--- config.mk ---
export PLATFORM = sky130hd
export DESIGN_NAME = dma_regfile
export DESIGN_NICKNAME = d
export VERILOG_FILES = /design/src/rtl/dma_regs_pkg.sv /design/src/rtl/dma_addr_dec.sv /design/src/rtl/dma_chan_bank.sv /design/src/rtl/dma_irq_flags.sv /design/src/rtl/dma_regfile.sv
export SDC_FILE = /design/constraint.sdc
export NUM_CORES = 2
export LEC_CHECK = 0
export ABC_AREA = 0
export CORE_ASPECT_RATIO = 2
export CORE_UTILIZATION = 40
export CTS_CLUSTER_DIAMETER = 100
export DETAILED_ROUTE_END_ITERATION = 16
export DONT_BUFFER_PORTS = 1
export SLEW_MARGIN = 20
export SYNTH_ARGS = -nofsm -noshare
export SYNTH_HDL_FRONTEND = slang
export SYNTH_SLANG_ARGS = --single-unit
--- constraint.sdc ---
create_clock -name clk -period 5.61 [get_ports clk]
set_input_delay 0.2805 -clock clk [delete_from_list [all_inputs] [get_ports clk]]
set_output_delay 0.2805 -clock clk [all_outputs]
set_load 0.01 [all_outputs]
--- src/rtl/dma_regs_pkg.sv ---
package dma_regs_pkg;

    localparam int WORD_W   = 32;
    localparam int OFS_W    = 12;
    localparam int CH_IDX_W = 3;

    // word select inside one channel window
    localparam logic [2:0] SEL_SRC  = 3'd0;
    localparam logic [2:0] SEL_DST  = 3'd1;
    localparam logic [2:0] SEL_LINK = 3'd2;
    localparam logic [2:0] SEL_CTRL = 3'd3;
    localparam logic [2:0] SEL_CFG  = 3'd4;

    // configuration word bit positions
    localparam int CFG_EN_BIT       = 0;
    localparam int CFG_ERR_MASK_BIT = 14;
    localparam int CFG_TC_MASK_BIT  = 15;

    // global word indices
    localparam logic [5:0] GW_ANY_MASKED = 6'd0;
    localparam logic [5:0] GW_TC_MASKED  = 6'd1;
    localparam logic [5:0] GW_TC_CLEAR   = 6'd2;
    localparam logic [5:0] GW_ERR_MASKED = 6'd3;
    localparam logic [5:0] GW_ERR_CLEAR  = 6'd4;
    localparam logic [5:0] GW_TC_RAW     = 6'd5;
    localparam logic [5:0] GW_ERR_RAW    = 6'd6;
    localparam logic [5:0] GW_ENABLED    = 6'd7;
    localparam logic [5:0] GW_SOFT_FIRST = 6'd8;
    localparam logic [5:0] GW_SOFT_LAST  = 6'd11;
    localparam logic [5:0] GW_CTL_CFG    = 6'd12;
    localparam logic [5:0] GW_SYNC       = 6'd13;

    typedef enum logic [1:0] {
        AK_NONE,
        AK_CHAN,
        AK_GLOBAL,
        AK_IDENT
    } access_kind_e;

    typedef struct packed {
        access_kind_e          kind;
        logic [CH_IDX_W-1:0]   ch;
        logic [2:0]            sel;
        logic [5:0]            gword;
        logic [2:0]            id_idx;
        logic                  bad;
    } acc_dec_t;

    typedef struct packed {
        logic [WORD_W-1:0] src;
        logic [WORD_W-1:0] dst;
        logic [WORD_W-1:0] link;
        logic [WORD_W-1:0] ctrl;
        logic [WORD_W-1:0] cfg;
    } chan_regs_t;

    function automatic logic [7:0] ident_byte(input logic [2:0] idx, input logic eight_ch);
        logic [7:0] b;
        case (idx)
            3'd0:    b = eight_ch ? 8'h80 : 8'h81;
            3'd1:    b = 8'h10;
            3'd2:    b = 8'h04;
            3'd3:    b = 8'h0A;
            3'd4:    b = 8'h0D;
            3'd5:    b = 8'hF0;
            3'd6:    b = 8'h05;
            default: b = 8'hB1;
        endcase
        return b;
    endfunction

endpackage

--- src/rtl/dma_addr_dec.sv ---
module dma_addr_dec
    import dma_regs_pkg::*;
#(
    parameter int NUM_CH = 8
) (
    input  logic             valid,
    input  logic             write,
    input  logic [OFS_W-1:0] addr,
    output acc_dec_t         dec
);

    logic unused_lsb;
    assign unused_lsb = ^addr[1:0];

    logic gw_readable;
    logic gw_writable;

    always_comb begin
        gw_writable = (addr[7:2] == GW_TC_CLEAR)  || (addr[7:2] == GW_ERR_CLEAR) ||
                      (addr[7:2] == GW_CTL_CFG)   || (addr[7:2] == GW_SYNC);
        gw_readable = (addr[7:2] <= GW_SYNC) &&
                      (addr[7:2] != GW_TC_CLEAR) && (addr[7:2] != GW_ERR_CLEAR);
    end

    always_comb begin
        dec        = '0;
        dec.kind   = AK_NONE;
        dec.ch     = addr[7:5];
        dec.sel    = addr[4:2];
        dec.gword  = addr[7:2];
        dec.id_idx = addr[4:2];
        if (valid) begin
            if (addr[11:8] == 4'h1) begin
                dec.kind = AK_CHAN;
                dec.bad  = (int'(addr[7:5]) >= NUM_CH) || (addr[4:2] > SEL_CFG);
            end else if (addr[11:5] == 7'h7F) begin
                dec.kind = AK_IDENT;
                dec.bad  = write;
            end else if (addr[11:8] == 4'h0) begin
                dec.kind = AK_GLOBAL;
                dec.bad  = write ? !gw_writable : !gw_readable;
            end else begin
                dec.bad  = 1'b1;
            end
        end
    end

endmodule

--- src/rtl/dma_chan_bank.sv ---
module dma_chan_bank
    import dma_regs_pkg::*;
#(
    parameter int NUM_CH = 8
) (
    input  logic                      clk,
    input  logic                      rst_n,
    input  logic                      we,
    input  logic [CH_IDX_W-1:0]       ch,
    input  logic [2:0]                sel,
    input  logic [WORD_W-1:0]         wdata,
    output chan_regs_t [NUM_CH-1:0]   regs_o,
    output logic [NUM_CH-1:0]         tc_mask_o,
    output logic [NUM_CH-1:0]         err_mask_o,
    output logic [NUM_CH-1:0]         en_o
);

    chan_regs_t [NUM_CH-1:0] bank_d, bank_q;

    always_comb begin
        bank_d = bank_q;
        if (we) begin
            for (int i = 0; i < NUM_CH; i++) begin
                if (ch == CH_IDX_W'(i)) begin
                    case (sel)
                        SEL_SRC:  bank_d[i].src  = wdata;
                        SEL_DST:  bank_d[i].dst  = wdata;
                        SEL_LINK: bank_d[i].link = wdata;
                        SEL_CTRL: bank_d[i].ctrl = wdata;
                        SEL_CFG:  bank_d[i].cfg  = wdata;
                        default:  ;
                    endcase
                end
            end
        end
    end

    always_ff @(posedge clk) begin
        if (!rst_n) bank_q <= '0;
        else        bank_q <= bank_d;
    end

    assign regs_o = bank_q;

    for (genvar g = 0; g < NUM_CH; g++) begin : g_cfg_bits
        assign tc_mask_o[g]  = bank_q[g].cfg[CFG_TC_MASK_BIT];
        assign err_mask_o[g] = bank_q[g].cfg[CFG_ERR_MASK_BIT];
        assign en_o[g]       = bank_q[g].cfg[CFG_EN_BIT];
    end


    cfg_en_follow_chk: assert property (@(posedge clk) disable iff (!rst_n)
        (we && sel == SEL_CFG) |=>
        (((en_o & (NUM_CH'(1) << $past(ch))) != '0) == $past(wdata[CFG_EN_BIT])));

endmodule

--- src/rtl/dma_irq_flags.sv ---
module dma_irq_flags #(
    parameter int NUM_CH = 8
) (
    input  logic              clk,
    input  logic              rst_n,
    input  logic [NUM_CH-1:0] tc_set,
    input  logic [NUM_CH-1:0] err_set,
    input  logic              tc_clr_we,
    input  logic              err_clr_we,
    input  logic [NUM_CH-1:0] clr_data,
    input  logic [NUM_CH-1:0] tc_mask,
    input  logic [NUM_CH-1:0] err_mask,
    output logic [NUM_CH-1:0] tc_raw,
    output logic [NUM_CH-1:0] err_raw,
    output logic [NUM_CH-1:0] tc_masked,
    output logic [NUM_CH-1:0] err_masked,
    output logic              irq
);

    typedef struct packed {
        logic [NUM_CH-1:0] tc;
        logic [NUM_CH-1:0] err;
    } flags_t;

    flags_t fl_d, fl_q;
    logic [NUM_CH-1:0] tc_clr_bits;
    logic [NUM_CH-1:0] err_clr_bits;

    always_comb begin
        tc_clr_bits  = tc_clr_we  ? clr_data : '0;
        err_clr_bits = err_clr_we ? clr_data : '0;
        fl_d         = fl_q;
        // set pulses are ORed in after the clear, so a set wins
        fl_d.tc      = (fl_q.tc  & ~tc_clr_bits)  | tc_set;
        fl_d.err     = (fl_q.err & ~err_clr_bits) | err_set;
    end

    always_ff @(posedge clk) begin
        if (!rst_n) fl_q <= '0;
        else        fl_q <= fl_d;
    end

    assign tc_raw     = fl_q.tc;
    assign err_raw    = fl_q.err;
    assign tc_masked  = fl_q.tc  & tc_mask;
    assign err_masked = fl_q.err & err_mask;
    assign irq        = |{tc_masked, err_masked};


    set_wins_chk: assert property (@(posedge clk) disable iff (!rst_n)
        (tc_set != '0) |=> ((tc_raw & $past(tc_set)) == $past(tc_set)));


    clear_drops_chk: assert property (@(posedge clk) disable iff (!rst_n)
        tc_clr_we |=> ((tc_raw & $past(clr_data & ~tc_set)) == '0));


    err_sticky_chk: assert property (@(posedge clk) disable iff (!rst_n)
        !err_clr_we |=> ((err_raw & $past(err_raw)) == $past(err_raw)));


    irq_has_source_chk: assert property (@(posedge clk) disable iff (!rst_n)
        irq |-> ((tc_raw | err_raw) != '0));

endmodule

--- src/rtl/dma_regfile.sv ---
module dma_regfile
    import dma_regs_pkg::*;
#(
    parameter int NUM_CH = 8
) (
    input  logic              clk,
    input  logic              rst_n,
    input  logic              req_valid,
    input  logic              req_write,
    input  logic [11:0]       req_addr,
    input  logic [31:0]       req_wdata,
    input  logic [NUM_CH-1:0] tc_set,
    input  logic [NUM_CH-1:0] err_set,
    output logic              rd_valid,
    output logic [31:0]       rd_data,
    output logic              bus_err,
    output logic              irq
);

    localparam logic EIGHT_CH = (NUM_CH == 8);

    typedef struct packed {
        logic [WORD_W-1:0] ctl_cfg;
        logic [WORD_W-1:0] sync;
        logic              rsp_valid;
        logic              rsp_err;
        logic [WORD_W-1:0] rsp_data;
    } top_state_t;

    top_state_t st_d, st_q;
    acc_dec_t   dec;

    chan_regs_t [NUM_CH-1:0] ch_regs;
    logic [NUM_CH-1:0] tc_mask, err_mask, ch_en;
    logic [NUM_CH-1:0] tc_raw, err_raw, tc_masked, err_masked;
    logic              chan_we, glob_we, tc_clr_we, err_clr_we;
    logic [WORD_W-1:0] rd_mux;
    chan_regs_t        sel_regs;

    dma_addr_dec #(.NUM_CH(NUM_CH)) u_dec (
        .valid (req_valid),
        .write (req_write),
        .addr  (req_addr),
        .dec   (dec)
    );

    always_comb begin
        chan_we    = req_valid && req_write && !dec.bad && (dec.kind == AK_CHAN);
        glob_we    = req_valid && req_write && !dec.bad && (dec.kind == AK_GLOBAL);
        tc_clr_we  = glob_we && (dec.gword == GW_TC_CLEAR);
        err_clr_we = glob_we && (dec.gword == GW_ERR_CLEAR);
    end

    dma_chan_bank #(.NUM_CH(NUM_CH)) u_bank (
        .clk        (clk),
        .rst_n      (rst_n),
        .we         (chan_we),
        .ch         (dec.ch),
        .sel        (dec.sel),
        .wdata      (req_wdata),
        .regs_o     (ch_regs),
        .tc_mask_o  (tc_mask),
        .err_mask_o (err_mask),
        .en_o       (ch_en)
    );

    dma_irq_flags #(.NUM_CH(NUM_CH)) u_flags (
        .clk        (clk),
        .rst_n      (rst_n),
        .tc_set     (tc_set),
        .err_set    (err_set),
        .tc_clr_we  (tc_clr_we),
        .err_clr_we (err_clr_we),
        .clr_data   (req_wdata[NUM_CH-1:0]),
        .tc_mask    (tc_mask),
        .err_mask   (err_mask),
        .tc_raw     (tc_raw),
        .err_raw    (err_raw),
        .tc_masked  (tc_masked),
        .err_masked (err_masked),
        .irq        (irq)
    );

    // channel word select
    always_comb begin
        sel_regs = '0;
        for (int i = 0; i < NUM_CH; i++) begin
            if (dec.ch == CH_IDX_W'(i)) sel_regs = ch_regs[i];
        end
    end

    // read multiplexer
    always_comb begin
        rd_mux = '0;
        case (dec.kind)
            AK_CHAN: begin
                case (dec.sel)
                    SEL_SRC:  rd_mux = sel_regs.src;
                    SEL_DST:  rd_mux = sel_regs.dst;
                    SEL_LINK: rd_mux = sel_regs.link;
                    SEL_CTRL: rd_mux = sel_regs.ctrl;
                    SEL_CFG:  rd_mux = sel_regs.cfg;
                    default:  rd_mux = '0;
                endcase
            end
            AK_GLOBAL: begin
                case (dec.gword)
                    GW_ANY_MASKED: rd_mux = WORD_W'(tc_masked | err_masked);
                    GW_TC_MASKED:  rd_mux = WORD_W'(tc_masked);
                    GW_ERR_MASKED: rd_mux = WORD_W'(err_masked);
                    GW_TC_RAW:     rd_mux = WORD_W'(tc_raw);
                    GW_ERR_RAW:    rd_mux = WORD_W'(err_raw);
                    GW_ENABLED:    rd_mux = WORD_W'(ch_en);
                    GW_CTL_CFG:    rd_mux = st_q.ctl_cfg;
                    GW_SYNC:       rd_mux = st_q.sync;
                    default:       rd_mux = '0;
                endcase
            end
            AK_IDENT: rd_mux = WORD_W'(ident_byte(dec.id_idx, EIGHT_CH));
            default:  rd_mux = '0;
        endcase
    end

    // next state
    always_comb begin
        st_d           = st_q;
        st_d.rsp_valid = req_valid && !req_write;
        st_d.rsp_err   = req_valid && dec.bad;
        st_d.rsp_data  = (req_valid && !req_write && !dec.bad) ? rd_mux : '0;
        if (glob_we && dec.gword == GW_CTL_CFG) st_d.ctl_cfg = req_wdata;
        if (glob_we && dec.gword == GW_SYNC)    st_d.sync    = req_wdata;
    end

    always_ff @(posedge clk) begin
        if (!rst_n) st_q <= '0;
        else        st_q <= st_d;
    end

    assign rd_valid = st_q.rsp_valid;
    assign rd_data  = st_q.rsp_data;
    assign bus_err  = st_q.rsp_err;


    err_zero_data_chk: assert property (@(posedge clk) disable iff (!rst_n)
        bus_err |-> (rd_data == '0));


    idle_quiet_chk: assert property (@(posedge clk) disable iff (!rst_n)
        !req_valid |=> (!rd_valid && !bus_err));


    id_first_chk: assert property (@(posedge clk) disable iff (!rst_n)
        (req_valid && !req_write && req_addr[11:2] == 10'h3F8) |=>
        (rd_data == (EIGHT_CH ? 32'h80 : 32'h81)));

endmodule

---- Yosys cells after proc, flatten, opt, wreduce, memory -nomap -nowiden ----
Cells that the tools add are included.
cells by class
  $lt $le $gt $ge ......................... 2
  equal/unequal tests ..................... 29
  mux-type cells .......................... 23
  bitwise logic cells ..................... 9
  reduce and logical (&&, ||, !) cells .... 66
operator list
  operator                                                         number
  2-to-1 mux 160 bit                                               8
  one-hot mux 32 bit (8 select lines)                              1
  one-hot mux 32 bit (5 select lines)                              1
  AND reduction 3 bit                                              40
  one-hot mux 32 bit (3 select lines)                              1
  one-hot mux 8 bit (7 select lines)                               1
  AND 8 bit                                                        4
  equality test 6 x 3 -> 1 bit (second input constant)             4
  bitwise OR 8 bit                                                 3
  equality test 3 bit (second input constant)                      7
  2-to-1 mux 8 bit                                                 2
  NOT 8 bit                                                        2
  OR reduction 16 bit                                              1
  logical AND 1 bit                                                13
  equality test 3 x 2 -> 1 bit (second input constant)             4
  equality test 6 x 2 -> 1 bit (second input constant)             2
  equality test 6 x 4 -> 1 bit (second input constant)             2
  2-to-1 mux 2 bit                                                 4
  equality test 7 bit (second input constant)                      1
  equality test 3 x 1 -> 1 bit (second input constant)             2
  equality test 6 x 1 -> 1 bit (second input constant)             1
  less-or-equal comparator 6 x 4 -> 1 bit (second input constant)  1
  zero test 3 bit                                                  2
  zero test 6 bit                                                  1
  11 further kinds                                                 21
word-level totals
  register bits after elaboration ......... 1394
  bits of input ports ..................... 64

---- Longest topological paths before layout ----
  word-level depth ........................ 18
  gate-level depth with buffers ........... 12

---- By module ----
Synthesis repeated with hierarchy kept, for this count alone.
unflattened totals
  cell total of the unflattened synthesis .. 6357
  area total of the unflattened synthesis .. 63079.2 sq um
by module, submodules not included
  module         instances  cells each  area an instance (sq um)
  dma_chan_bank  1          4363        46656.0
  dma_regfile    1          1871        15463.6
  dma_irq_flags  1          88          714.4
  dma_addr_dec   1          35          245.2

---- Worst setup path before layout ----
OpenSTA, ideal clock, no wires.
  path kind ............................... in2reg
  from .................................... in req_addr[5]
  to ...................................... reg st_q, in the netlist rd_data[28]
  library setup time ...................... 0.130 ns
  data arrival time ....................... 1.930 ns
  path slack .............................. 3.550 ns
  cell stages on the path ................. 8
  path buffers ............................ 3
  path through ............................ buf_6 > buf_2 > buf_4 > mux4_2 > nand2_1 > a21oi_1 > o41ai_1 > a21oi_1
between the ends
  cells in the longest elaborated chain, start to end .. 13
  elaborated cells on any way between the ends .. 54
  classes of those cells .................. order compare (1); eq/ne (22); mux (19); reduce/logical (12)
ends and longest elaborated chain
  item                                                                         line                source
  from (decl)                                                                  dma_regfile.sv:10   input logic [11:0] req_addr,
  parallel branches: the longest is 13 deep, another holds 2-to-1 mux 160 bit  -
  to (signal assigned)                                                         dma_regfile.sv:136  else st_q <= st_d;
  to (decl)                                                                    dma_regfile.sv:30   top_state_t st_d, st_q;
Several ways; the timed one is not identified.
A chain may end at the register's enable or synchronous reset.

---- Worst setup path in the final report ----
  from .................................... in req_addr[6]
  to ...................................... reg u_bank.bank_q, in the netlist u_bank.regs_o[988]
between the ends
  cells in the longest elaborated chain, start to end .. 14
  elaborated cells on any way between the ends .. 29
  classes of those cells .................. order compare (1); eq/ne (9); mux (8); reduce/logical (11)
ends and longest elaborated chain
  item                                                                                              line                 source
  parallel branches: the longest is 13 deep, another holds less-or-equal comparator 6 x 4 -> 1 bit  -
  AND reduction 3 bit (no source line) (*)                                                          -
  to (signal assigned)                                                                              dma_chan_bank.sv:40  else bank_q <= bank_d;
  to (decl)                                                                                         dma_chan_bank.sv:18  chan_regs_t [NUM_CH-1:0] bank_d, bank_q;
Every way passes the cells marked *.

==> flow_summary.toml <==
[sta]
fin_worst_skew_ns = 0.0218
timing.final.crit_period_ns = 4.56
fin_crit_sh = 0.813
rsz0062_at_grt = "false"
endpoints_failing_setup = 0
fmax_mhz = 219
setup_total_negative_slack_ns = 0
fin_ws_ns = 1.05
hold_ws_ns = 0.0475
final_hold_viol_count = 0
final-max-slew-violation-count = 138
slew_headroom = -0.474
worstMarginPinSlew_ns = 2.21

[worst_setup_path]
crit_path_end_kind = "flop"
timing.rr.start = "u_bank.err_mask_o[0]"
timing.critical_path.mode_cell = "nand2_1"
critPathArrivalTime_ns = 5.25
reg2reg_to = "rd_data[14]"
timing.critical_path.slowest_stage_cell = "nand2_4"
worst-path-max-fanout = 506
worstPathCellList = "nand2_4 > buf_12 > nor2_1 > nand2_1 > buf_4 > nand2_1 > a21boi_0 > dlygate4sd3_1"
critical_path.startpoint_type = "input pin"
critical_path.max_stage_delay_ns = 1.23
reg2reg_slack_ns = 2.79
cell_count_of_the_worst_reg_to_reg_path = 6
timing_worst_setup_path_type = "input pin to flop"
cp.required_ns = 6.30

[place]
gpl.final_weighted_congestion = 0.907
post-place-ws_ns = 2.09
port_buffers = 0
dp_hpwl_um = 142000
detailed_place.area_um2 = 65500

[routing]
drc = 0
dr_total_vias = 62100
routed_wire_length_per_instance_um = 24.6
initial_drt_pass_iterations = 9
drtAntennaViolNets = 0
total_wirelength_of_the_detailed_routed_design_um = 262000
average_vias_per_placed_instance = 5.83
drt_iter0_drc = 5913

[global_routing]
grt_start_max_net_pins = 813
grt_pass1_wl_um = 390000
grt_usage = 0.311
grt_overflow = 0
grt_antenna_before_repair = 16
number_of_global_route_vias_before_repair = 61800

[status]
failing_checks = "slew limit"
status = "finished, violations left"

[power_and_ir_drop]
vdd_ir_drop_max_mv = 0.266
cellInternalPower_mw = 15.7
power.static_leakage_nw = 28.7
power.switching_mw = 4.82
power.sequential.fraction = 0.482
combinationalPowerShare = 0.061
power.share.clock = 0.457
switching_share = 0.235
total_power_mw = 20.6
powerDensity_nw_per_um2 = 257

[cts]
number_of_buffers_between_clock_root_and_the_deepest_sink = 3
cts_repair_resize_count = 0
cts-htree-levels = 3
clk_pin_slew_worst_paths_ns = 0.07
tritoncts = "yes"
clkLatencyLatePin_ns = 0.75
clock_sink_count = 1394
tritoncts.num_buffers = 118
cts_setup_buffers = 0
ctsRootBufferMaster = "clkbuf_16"

[floorplan]
initial_core_util = 0.403
ios = 99
die_height_um = 573
floorplan.die_area_um2 = 165000
core_um2 = 162000
die_x_um = 288
count_of_standard_cell_rows = 209

[hold_path]
min-delay-path-class = "input pin to flop"
min_delay_worst_endpoint = "rd_data[1]"
hold-path-cell-count = 3
min_from = "req_addr[4]"

[final_layout]
finalInstanceArea_um2 = 80000
mostFrequentLayoutCells = "nand2_1, dfxtp_1, a21boi_0"
area_delta_synth_final_pct = 22.7
num-fill-cells = 15300
ratio_of_cells_with_drive_above_1_in_the_final_layout = 0.0790
layout_commonest_cell = "nand2_1"
nets = 8491

[yosys]
number_of_synthesized_flops_with_an_enable_pin = 0
post_synth_top_area_share = 0.428
syn-instance-count = 8059
synth_largest_area_cell = "dfxtp_1"
synth_seq_cells = 1394
synth_area_um2 = 65200
netlist-cell-type-count = 76
synthesis.yosys.warnings = 0
postSynth.asyncResetShare = 0
synth_area_leaders = "dfxtp_1, nand2_1, a21boi_0"
mappedNetlistNets = 8123
syn_avg_cell_area_um2 = 8.09
post_synthesis_sequential_area_ratio = 0.428
synth-main-ff-cell = "dfxtp_1"

[flow_run]
maxCapViolCount = 0
metal layers:
layer,track usage,part of all wire
met2,0.532,0.48
met3,0.0527,0.083
met5,0,0.00024
met4,0.213,0.073
met1,0.349,0.36
power groups by stage:
| stage | sequential [mW] | clock, mW | combinational [mW] |
|---|---|---|---|
| floorplan | 10.1 | 0 | 0.840 |
| global route | 9.91 | 9.81 | 1.27 |
| detailed placement | 10.1 | 0 | 0.707 |
| finish | 9.91 | 9.39 | 1.25 |
| CTS | 9.91 | 9.46 | 1.12 |
| global placement | 10.1 | 0 | 0.704 |
layout make-up:
| cell class | instances | area (µm²) | area share |
|---|---|---|---|
| inverter | 10 | 45.0 | 0.000563 |
| clock buffer | 167 | 3460 | 0.0433 |
| sequential | 1394 | 27900 | 0.349 |
| clock inverter | 55 | 893 | 0.0112 |
| multi-input combinational | 5812 | 33800 | 0.423 |
| antenna | 11 | 27.5 | 0.000344 |
| timing repair buffer | 1091 | 11200 | 0.140 |
| tap | 2110 | 2640 | 0.0330 |
logic make-up (layout without fill, tap and decap cells):
family,Yosys count,after routing,synth area share
and+or+nand+nor,3224,3224,0.196
AOI/OAI and AO/OA,2238,2238,0.249
DFF,1394,1394,0.428
buffers and inverters,853,1323,0.0589
muxes,348,348,0.0682
xor gates and xnor gates,2,2,0.000269
other,0,11,0
how the worst max path moves through the flow:
| stage | start | end | slack, ns | cells past startpoint |
|---|---|---|---|---|
| after floorplan | req_addr[5] | rd_data[28] | 3.55 | 8 |
| after global placement | req_addr[6] | rd_data[30] | 2.11 | 7 |
| after detailed placement | req_addr[6] | rd_data[14] | 2.09 | 7 |
| after CTS | req_addr[2] | u_bank.regs_o[1172] | 1.72 | 10 |
| after global routing | req_addr[2] | u_bank.regs_o[1170] | 1.49 | 10 |
| final | req_addr[6] | u_bank.regs_o[988] | 1.05 | 8 |
timing repair:
item | 4_1_cts | 5_1_grt
hold buffers | 947 | 0
setup endpoints to repair | 0 | 0
hold endpoints to repair | 1371 | 0
worst max-delay path, delay by kind of cell:
kind                   cells  cell delay (ns)
AND/OR/NAND/NOR            4             2.14
buffers and inverters      3             1.47
AO/OA/AOI/OAI              1             0.19
through the flow:
stage	instances	utilization
final	10700	0.494
after CTS	10600	0.493
after global routing	10600	0.494
after floorplan	8059	-
after detailed placement	9465	0.405
after global placement	9465	0.405
synthesized netlist by cell type, types with 7 or more instances:
| cell | count |
|---|---|
| o31a_1 | 7 |
| o2bb2ai_1 | 21 |
| nor3_1 | 15 |
| o21ai_0 | 169 |
| mux2i_1 | 134 |
| mux2_2 | 152 |
| nor2_2 | 9 |
| buf_4 | 67 |
| a2111oi_0 | 28 |
| a32oi_1 | 11 |
| a22o_1 | 18 |
| inv_1 | 8 |
| a221oi_1 | 64 |
| a22oi_1 | 77 |
| a31oi_1 | 18 |
| o2111ai_1 | 14 |
| buf_6 | 13 |
| buf_1 | 12 |
| o41ai_1 | 10 |
| or2_2 | 7 |
| o22ai_1 | 110 |
| nor3_2 | 13 |
| nor4_1 | 12 |
| a21oi_1 | 164 |
| o22a_1 | 33 |
| o21a_1 | 15 |
| mux4_2 | 62 |
| a21o_1 | 9 |
| a21boi_1 | 370 |
| o221ai_1 | 25 |
| clkbuf_1 | 517 |
| and3_1 | 8 |
| nand3_1 | 9 |
| a21boi_0 | 944 |
| o211ai_1 | 36 |
| nor2_1 | 165 |
| a2bb2oi_1 | 24 |
| nor2b_1 | 84 |
| dfxtp_1 | 1394 |
| nand2b_1 | 39 |
| a211oi_1 | 23 |
| a221o_1 | 17 |
| buf_2 | 233 |
| nand2_1 | 2824 |
registers in the layout, indices dropped and copies added (netlist names):
| register | count |
|---|---|
| bus_err | 1 |
| rd_data | 32 |
| rd_valid | 1 |
| st_q | 64 |
| u_bank.en_o | 8 |
| u_bank.err_mask_o | 8 |
| u_bank.regs_o | 1264 |
| u_flags.err_raw | 8 |
| u_flags.tc_raw | 8 |
No activity file was read; power rests on OpenSTA's default activity.
